`src/rtl/plm_pkg.sv`:
```
package plm_pkg;
  // fixed control roles of the first five product terms
  localparam int ROLE_SET  = 0;
  localparam int ROLE_RST  = 1;
  localparam int ROLE_CE   = 2;
  localparam int ROLE_CLK  = 3;
  localparam int ROLE_OE   = 4;
  localparam int ROLE_CNT  = 5;
  localparam int N_GCLK    = 3;

  typedef enum logic [1:0] {
    CS_G0 = 2'd0,
    CS_G1 = 2'd1,
    CS_G2 = 2'd2,
    CS_PT = 2'd3
  } clk_src_e;
endpackage

```
`src/rtl/plm_pterm_array.sv`:
```
module plm_pterm_array #(
  parameter int N_IN = 54,
  parameter int N_PT = 5
) (
  input  logic [N_IN-1:0]      in_bus,
  input  logic [N_PT*N_IN-1:0] and_true,
  input  logic [N_PT*N_IN-1:0] and_comp,
  output logic [N_PT-1:0]      terms
);
  genvar k;
  generate
    for (k = 0; k < N_PT; k++) begin : g_term
      logic [N_IN-1:0] t_sel;
      logic [N_IN-1:0] c_sel;
      assign t_sel    = and_true[k*N_IN +: N_IN];
      assign c_sel    = and_comp[k*N_IN +: N_IN];
      assign terms[k] = &((~t_sel | in_bus) & (~c_sel | ~in_bus));
    end
  endgenerate
endmodule

```
`src/rtl/plm_sum.sv`:
```
module plm_sum #(
  parameter int N_PT     = 5,
  parameter int N_BORROW = 4,
  localparam int CW      = $clog2(N_BORROW + 1)
) (
  input  logic [N_PT-1:0]     terms,
  input  logic [N_PT-1:0]     claim,
  input  logic [N_PT-1:0]     sum_mask,
  input  logic [N_BORROW-1:0] borrow_in,
  input  logic [CW-1:0]       borrow_cnt,
  output logic                sum
);
  logic local_or;
  logic borrow_or;

  assign local_or = |(terms & sum_mask & ~claim);

  always_comb begin
    borrow_or = 1'b0;
    for (int j = 0; j < N_BORROW; j++) begin
      if (j < int'(borrow_cnt)) borrow_or = borrow_or | borrow_in[j];
    end
  end

  assign sum = local_or | borrow_or;
endmodule

```
`src/rtl/plm_ctl_reg.sv`:
```
module plm_ctl_reg
  import plm_pkg::*;
(
  input  logic              clk,
  input  logic              rst,
  input  logic [N_GCLK-1:0] g_clk,
  input  logic              pt_clk,
  input  clk_src_e          clk_sel,
  input  logic              clk_inv,
  input  logic              set_req,
  input  logic              rst_req,
  input  logic              ce,
  input  logic              gsr,
  input  logic              init_val,
  input  logic              t_mode,
  input  logic              d,
  output logic              q,
  output logic              q_next
);
  logic src_raw;
  logic src;
  logic src_d;
  logic act_edge;

  always_comb begin
    unique case (clk_sel)
      CS_G0:   src_raw = g_clk[0];
      CS_G1:   src_raw = g_clk[1];
      CS_G2:   src_raw = g_clk[2];
      default: src_raw = pt_clk;
    endcase
  end

  assign src      = src_raw ^ clk_inv;
  assign act_edge = src & ~src_d;

  always_comb begin
    if (gsr)                 q_next = init_val;
    else if (rst_req)        q_next = 1'b0;
    else if (set_req)        q_next = 1'b1;
    else if (act_edge && ce) q_next = t_mode ? (q ^ d) : d;
    else                     q_next = q;
  end

  always_ff @(posedge clk) begin
    if (rst) begin
      q     <= 1'b0;
      src_d <= 1'b1;
    end else begin
      q     <= q_next;
      src_d <= src;
    end
  end
endmodule

```
`src/rtl/plm_cell.sv`:
```
module plm_cell
  import plm_pkg::*;
#(
  parameter int N_IN     = 54,
  parameter int N_PT     = 5,
  parameter int N_BORROW = 4,
  localparam int CW      = $clog2(N_BORROW + 1)
) (
  input  logic                 clk,
  input  logic                 rst,
  input  logic [N_IN-1:0]      in_bus,
  input  logic [N_PT*N_IN-1:0] and_true,
  input  logic [N_PT*N_IN-1:0] and_comp,
  input  logic [N_BORROW-1:0]  borrow_in,
  input  logic [2:0]           g_clk,
  input  logic                 g_sr,
  input  logic [N_PT-1:0]      cfg_sum_mask,
  input  logic [CW-1:0]        cfg_borrow_cnt,
  input  logic                 cfg_set_en,
  input  logic                 cfg_rst_en,
  input  logic                 cfg_ce_en,
  input  logic                 cfg_oe_en,
  input  logic [1:0]           cfg_clk_sel,
  input  logic                 cfg_clk_inv,
  input  logic                 cfg_t_mode,
  input  logic                 cfg_init,
  input  logic                 cfg_bypass,
  output logic                 fb_reg,
  output logic                 fb_comb,
  output logic                 pad_d,
  output logic                 pad_oe
);
  logic [N_PT-1:0] pt_vec;
  logic [N_PT-1:0] claim;
  logic            sum;
  logic            q_next;
  clk_src_e        sel_e;

  assign sel_e = clk_src_e'(cfg_clk_sel);

  plm_pterm_array #(.N_IN(N_IN), .N_PT(N_PT)) u_terms (
    .in_bus   (in_bus),
    .and_true (and_true),
    .and_comp (and_comp),
    .terms    (pt_vec)
  );

  // terms at or above ROLE_CNT are never claimed
  always_comb begin
    claim           = '0;
    claim[ROLE_SET] = cfg_set_en;
    claim[ROLE_RST] = cfg_rst_en;
    claim[ROLE_CE]  = cfg_ce_en;
    claim[ROLE_CLK] = (sel_e == CS_PT);
    claim[ROLE_OE]  = cfg_oe_en;
  end

  plm_sum #(.N_PT(N_PT), .N_BORROW(N_BORROW)) u_sum (
    .terms      (pt_vec),
    .claim      (claim),
    .sum_mask   (cfg_sum_mask),
    .borrow_in  (borrow_in),
    .borrow_cnt (cfg_borrow_cnt),
    .sum        (sum)
  );

  plm_ctl_reg u_reg (
    .clk      (clk),
    .rst      (rst),
    .g_clk    (g_clk),
    .pt_clk   (pt_vec[ROLE_CLK]),
    .clk_sel  (sel_e),
    .clk_inv  (cfg_clk_inv),
    .set_req  (cfg_set_en & pt_vec[ROLE_SET]),
    .rst_req  (cfg_rst_en & pt_vec[ROLE_RST]),
    .ce       (~cfg_ce_en | pt_vec[ROLE_CE]),
    .gsr      (g_sr),
    .init_val (cfg_init),
    .t_mode   (cfg_t_mode),
    .d        (sum),
    .q        (fb_reg),
    .q_next   (q_next)
  );

  always_ff @(posedge clk) begin
    if (rst) begin
      fb_comb <= 1'b0;
      pad_d   <= 1'b0;
      pad_oe  <= 1'b0;
    end else begin
      fb_comb <= sum;
      pad_d   <= cfg_bypass ? sum : q_next;
      pad_oe  <= cfg_oe_en ? pt_vec[ROLE_OE] : 1'b1;
    end
  end
endmodule

```
`config.mk`:
```
export PLATFORM = sky130hd
export DESIGN_NAME = plm_cell
export DESIGN_NICKNAME = d
export VERILOG_FILES = /design/src/rtl/plm_pkg.sv /design/src/rtl/plm_pterm_array.sv /design/src/rtl/plm_sum.sv /design/src/rtl/plm_ctl_reg.sv /design/src/rtl/plm_cell.sv
export SDC_FILE = /design/constraint.sdc
export NUM_CORES = 1
export LEC_CHECK = 0
export ABC_CLOCK_PERIOD_IN_PS = 3400
export BUFFER_PORTS_ARGS = -buffer_cell sky130_fd_sc_hd__buf_4
export CORE_AREA = 2 2 244 246
export CTS_CLUSTER_SIZE = 30
export DETAILED_ROUTE_END_ITERATION = 10
export DIE_AREA = 0 0 246 248
export SLEW_MARGIN = 5
export SYNTH_ARGS = -nofsm -noshare
export SYNTH_HDL_FRONTEND = slang
export SYNTH_SLANG_ARGS = --single-unit
```
`constraint.sdc`:
```
create_clock -name clk -period 3.4 [get_ports clk]
set_input_delay 0.34 -clock clk [delete_from_list [all_inputs] [get_ports clk]]
set_output_delay 0.34 -clock clk [all_outputs]
set_load 0.01 [all_outputs]
```
-- Yosys cells after proc, flatten, opt, wreduce, memory -nomap -nowiden
Index checks and enable logic that the tools add are counted.
W data, S select, Z words.
- bitwise gates (word level): 41
- reductions and logical operators: 8
- $lt $le $gt $ge: 4
- multiplexer cells: 12
- equal/unequal tests: 3
- operators with widths (operator ; number):
    $not A54 Y54 ; 11
    $or A54 B54 Y54 ; 10
    $and A54 B54 Y54 ; 5
    $reduce_and A54 Y1 ; 5
    $mux W1 ; 11
    $and A5 B5 Y5 ; 2
    $lt A1 B3 Y1 const A ; 2
    $lt A2 B3 Y1 const A ; 2
    $not A5 Y5 ; 1
    $or A1 B1 Y1 ; 5
    $reduce_or A5 Y1 ; 1
    $eq A2 B2 Y1 const B ; 2
    $and A1 B1 Y1 ; 3
    $pmux W1 S3 ; 1
    $eq A2 B1 Y1 const B ; 1
    $logic_not A2 Y1 ; 1
    $not A1 Y1 ; 2
    $xor A1 B1 Y1 ; 2
    $logic_and A1 B1 Y1 ; 1
- input bits: 622
- flip-flop bits (word level): 5

-- Depth between registers and ports, before layout
- depth in word-level cells: 16
- mapped depth: 10
- depth with buffers taken out: 9

-- Modules after synthesis
From an unflattened synthesis, not the netlist that was laid out.
- cell total of the unflattened synthesis: 453
- area, all modules: 3877.5 um^2
- modules (own cells, without submodules) (module ; cells each ; instances ; area an instance (um^2) ; seq. area each (um^2)):
    plm_pterm_array ; 413 ; 1 ; 3540.9 ; 0.0
    plm_ctl_reg ; 15 ; 1 ; 143.9 ; 40.0
    plm_cell ; 12 ; 1 ; 113.9 ; 60.1
    plm_sum ; 13 ; 1 ; 78.8 ; 0.0

-- Worst setup path before layout
No wires, ideal clock.
- path kind: input to register
- start: input in_bus[13]
- end: register pad_d
- cell stages on the path: 10
- data required time: 3305 ps
- path slack: 628 ps
- library setup time: 95 ps
- arrival: 2676 ps
- cells stage by stage: clkbuf_1 mux2i_1 nand4_1 or4_1 or4_4 o32ai_2 a2111oi_1 mux2i_1 nand3_1 a221oi_1
- word-level cells in the longest chain between the ends: 15
- ends and longest elaborated chain (item ; line ; text):
    start: declaration ; plm_cell.sv:11 ; input logic [N_IN-1:0] in_bus,
    $not A54 Y54 ; plm_pterm_array.sv:17 ; assign terms[k] = &((~t_sel | in_bus) & (~c_sel | ~in_bus));
    $or A54 B54 Y54 ; plm_pterm_array.sv:17 ;
    $and A54 B54 Y54 ; plm_pterm_array.sv:17 ;
    $reduce_and A54 Y1 ; plm_pterm_array.sv:17 ;
    $and A5 B5 Y5 (2 in a row) ; plm_sum.sv:16 ; assign local_or = |(terms & sum_mask & ~claim);
    $reduce_or A5 Y1 ; plm_sum.sv:16 ;
    $or A1 B1 Y1 ; plm_sum.sv:25 ; assign sum = local_or | borrow_or;
    $xor A1 B1 Y1 ; plm_ctl_reg.sv:41 ; else if (act_edge && ce) q_next = t_mode ? (q ^ d) : d;
    $mux W1 (2 in a row) ; plm_ctl_reg.sv:41 ;
    $mux W1 ; plm_ctl_reg.sv:40 ; else if (set_req) q_next = 1'b1;
    $mux W1 ; plm_ctl_reg.sv:39 ; else if (rst_req) q_next = 1'b0;
    $mux W1 ; plm_ctl_reg.sv:38 ; if (gsr) q_next = init_val;
    $mux W1 (*) ; plm_cell.sv:92 ; pad_d <= cfg_bypass ? sum : q_next;
    end signal: assignment ; plm_cell.sv:92 ;
    end: declaration ; plm_cell.sv:30 ; output logic pad_d,
Every way passes the cells marked *; elsewhere a longest branch is shown, timed or not.
A chain may end at the register's enable or synchronous reset.

-- Worst setup path after layout
- start: input in_bus[15]
- end: register pad_d
Same word-level chain as after synthesis.

==> flow_metrics.tcl <==
set metrics [dict create \
    layout_commonest_cell "buf_4" \
    crit_buf_inv 4 \
    path_clk_slew_ns 0.03 \
    die_w_um 246 \
    dp.final_hpwl_mm 51.0 \
    hold_buffers 0 \
    cap_violations 0 \
    async_flop_share_pct 0 \
    port_buffers 625 \
    p_clk_share_pct 13.6 \
    place_area_um2 9820 \
    die_y_um 248 \
    postLayoutCoreUtil_pct 17.0 \
    synth_mux_area_share_pct 65.6 \
    path_common_cell "buf_4" \
    ios 626 \
    die-area_um2 61000 \
    peakVddDrop_mv 0.105 \
    setup_viol 0 \
    seqPwrFrac_pct 4.6 \
    via_per_inst 3.67 \
    cts_sinks 5 \
    ant_nets 0 \
    cp.arrival_ns 3.30 \
    synth_edf_count 0 \
    power.internal_uw 879 \
    synth_top_area_cell "mux2i_1" \
    netlist_top_cells_area "mux2i_1, nand4_1, clkbuf_1" \
    maxSlewViolCount 0 \
    postLayoutCellArea_um2 9920 \
    syn-num-nets 1100 \
    finClkSkew_ns 0.00217 \
    yosysSeqAreaShare_pct 2.52 \
    detail_route.wl_per_cell_um 29.3 \
    synthDistinctLibCells 41 \
    synth_seq_cells 5 \
    timing.hold.ws_ns 0.307 \
    rsz0062_at_grt "false" \
    p_leak_uw 0.00511 \
    synth-main-ff-cell "dfxtp_1" \
    swShare_pct 37.6 \
    synth_top_family_by_area "multiplexers" \
    drc 0 \
    min_period_ns 3.17 \
    crit_chain "buf_4, mux2i_1, nand4_1, a2111oi_0, buf_4, nand4_1, buf_4, o311ai_0, buf_4, a2111oi_1, mux2i_1, nand3_1, a221oi_1" \
    gr-usage-all-layers_pct 17.0 \
    synth-adder-area-share_pct 0 \
    drt_iter0_drc 332 \
    area_growth_syn_to_layout_pct 150 \
    cts-resized-gates 0 \
    final_cell_mix "buf_4, mux2i_1, nand4_1" \
    cp_max_fo 3 \
    grt_pass1_vias 7582 \
    antenna_found_initial 11 \
    drive_gt1_share_pct 62.5 \
    ys.warnings.count 0 \
    netlist.area_leader.share_pct 64.7 \
    coreArea_um2 58500 \
    htreeDepth 1 \
    num_rows 89 \
    min_path_type "input port to register" \
    cts_tree "yes" \
    clock-root-buffer "clkbuf_16" \
    grt_max_degree 7 \
    final.setup.tns_ns 0 \
    syn_inst 478 \
    tightest_slew_ns 0.726 \
    synth_xor_area_share_pct 0 \
    critical-path-top-delay-family "compound AO/OA/AOI/OAI gates" \
    outcome "complete, no violations" \
    clock_path_buffers 2 \
    cts_buffers 3 \
    clk_latency_ns 0.23 \
    synth-simple-area-share_pct 18.6 \
    final_nets 1732 \
    drt_wl_total_mm 55.4 \
    endpoint_kind "register" \
    fmax_mhz 316 \
    netlist_area_um2 3970 \
    period_share_pct 93.2 \
    globalRouteOverflowTotal 0 \
    timing_hold_violations_final 0 \
    required_ns 3.53 \
    grt_pass1_wl_mm 67.8 \
    cp-start-kind "input port" \
    pwr-share-comb_pct 81.7 \
    worst_slack_ns 0.230 \
    gp_congestion 0.981 \
    power_density_nw_per_um2 142 \
    drt_pass1_iterations 4 \
    start_util_pct 6.80 \
    post-cts-setup-buffers 0 \
    cpPeakStageDelay_ns 0.44 \
    p_sw_uw 530 \
    slowest_stage "a2111oi_0" \
    synth_compound_area_share_pct 5.92 \
    slew_headroom_pct 51.5 \
    syn_avg_cell_area_um2 8.31 \
    vias 6935 \
    dp_slack_ns -0.174 \
    critical_path_class "input port to register" \
]
-- sequential cells by signal, summed over array words and instances, names as in the netlist --
signal	flops
pad_oe	1
u_reg.src_d	1
u_reg.q	1
pad_d	1
fb_comb	1
-- metrics by stage --
stage               instances  power [uW]
floorplan                 478         389
global route             1887        1490
CTS                      1882        1430
finish                   1888        1410
global placement         1878        1220
detailed placement       1878        1230
-- kinds of logic (layout without fill, tap and decap cells) --
logic type,after synthesis,count (layout)
other,0,6
AOI/OAI and AO/OA,32,32
buffers and inverters,63,694
muxes,260,260
DFF,5,5
and+or+nand+nor,118,118
-- layout make-up --
type	count	area, um^2
Antenna cell	6	15.0
Tap cell	773	967
Timing Repair Buffer	681	5140
Sequential cell	5	100
Clock buffer	4	78.8
Fill cell	6606	48500
Inverter	9	33.8
Multi-Input combinational cell	410	3590
-- layer usage --
metal,vias up,wire [um],track usage (%)
met3,49,4080,2.80
met2,473,27600,31.5
met5,-,9,0
met4,2,1250,3.49
met1,3254,22400,20.5
li1,3157,-,-
-- cells in the mapped netlist (2+ instances only) --
cell,n
nor2b_1,6
dfxtp_1,5
nand2_1,10
a2111oi_0,2
o311ai_0,2
buf_2,5
mux2i_1,257
a22oi_1,2
nand3_1,4
inv_1,9
nor4b_1,2
and4_1,2
a221o_1,2
or4_1,3
buf_6,6
mux2_2,3
nor4_1,14
a21oi_1,9
a221oi_1,2
clkbuf_1,42
nand2b_1,2
o21ai_0,4
nand4_1,67
-- final timing paths --
| check | to | slack (ns) | depth (start not counted) | start |
|---|---|---|---|---|
| setup reg to reg | pad_d | 2.16 | 5 | u_reg.src_d |
| hold / removal | pad_oe | 0.31 | 2 | cfg_oe_en |
| setup / recovery | pad_d | 0.23 | 13 | in_bus[15] |
| hold reg to reg | u_reg.q | 0.75 | 5 | u_reg.src_d |
-- power by group through the flow --
| stage | Sequential, uW | Combinational (uW) | Clock [uW] |
|---|---|---|---|
| 3_5_place_dp | 65.8 | 1170 | 0 |
| 6_report | 65.2 | 1150 | 192 |
| 5_1_grt | 65.6 | 1220 | 201 |
| 3_3_place_gp | 65.8 | 1160 | 0 |
| 2_1_floorplan | 67.2 | 322 | 0 |
| 4_1_cts | 65.2 | 1170 | 195 |
(Power assumes the default switching activity.)
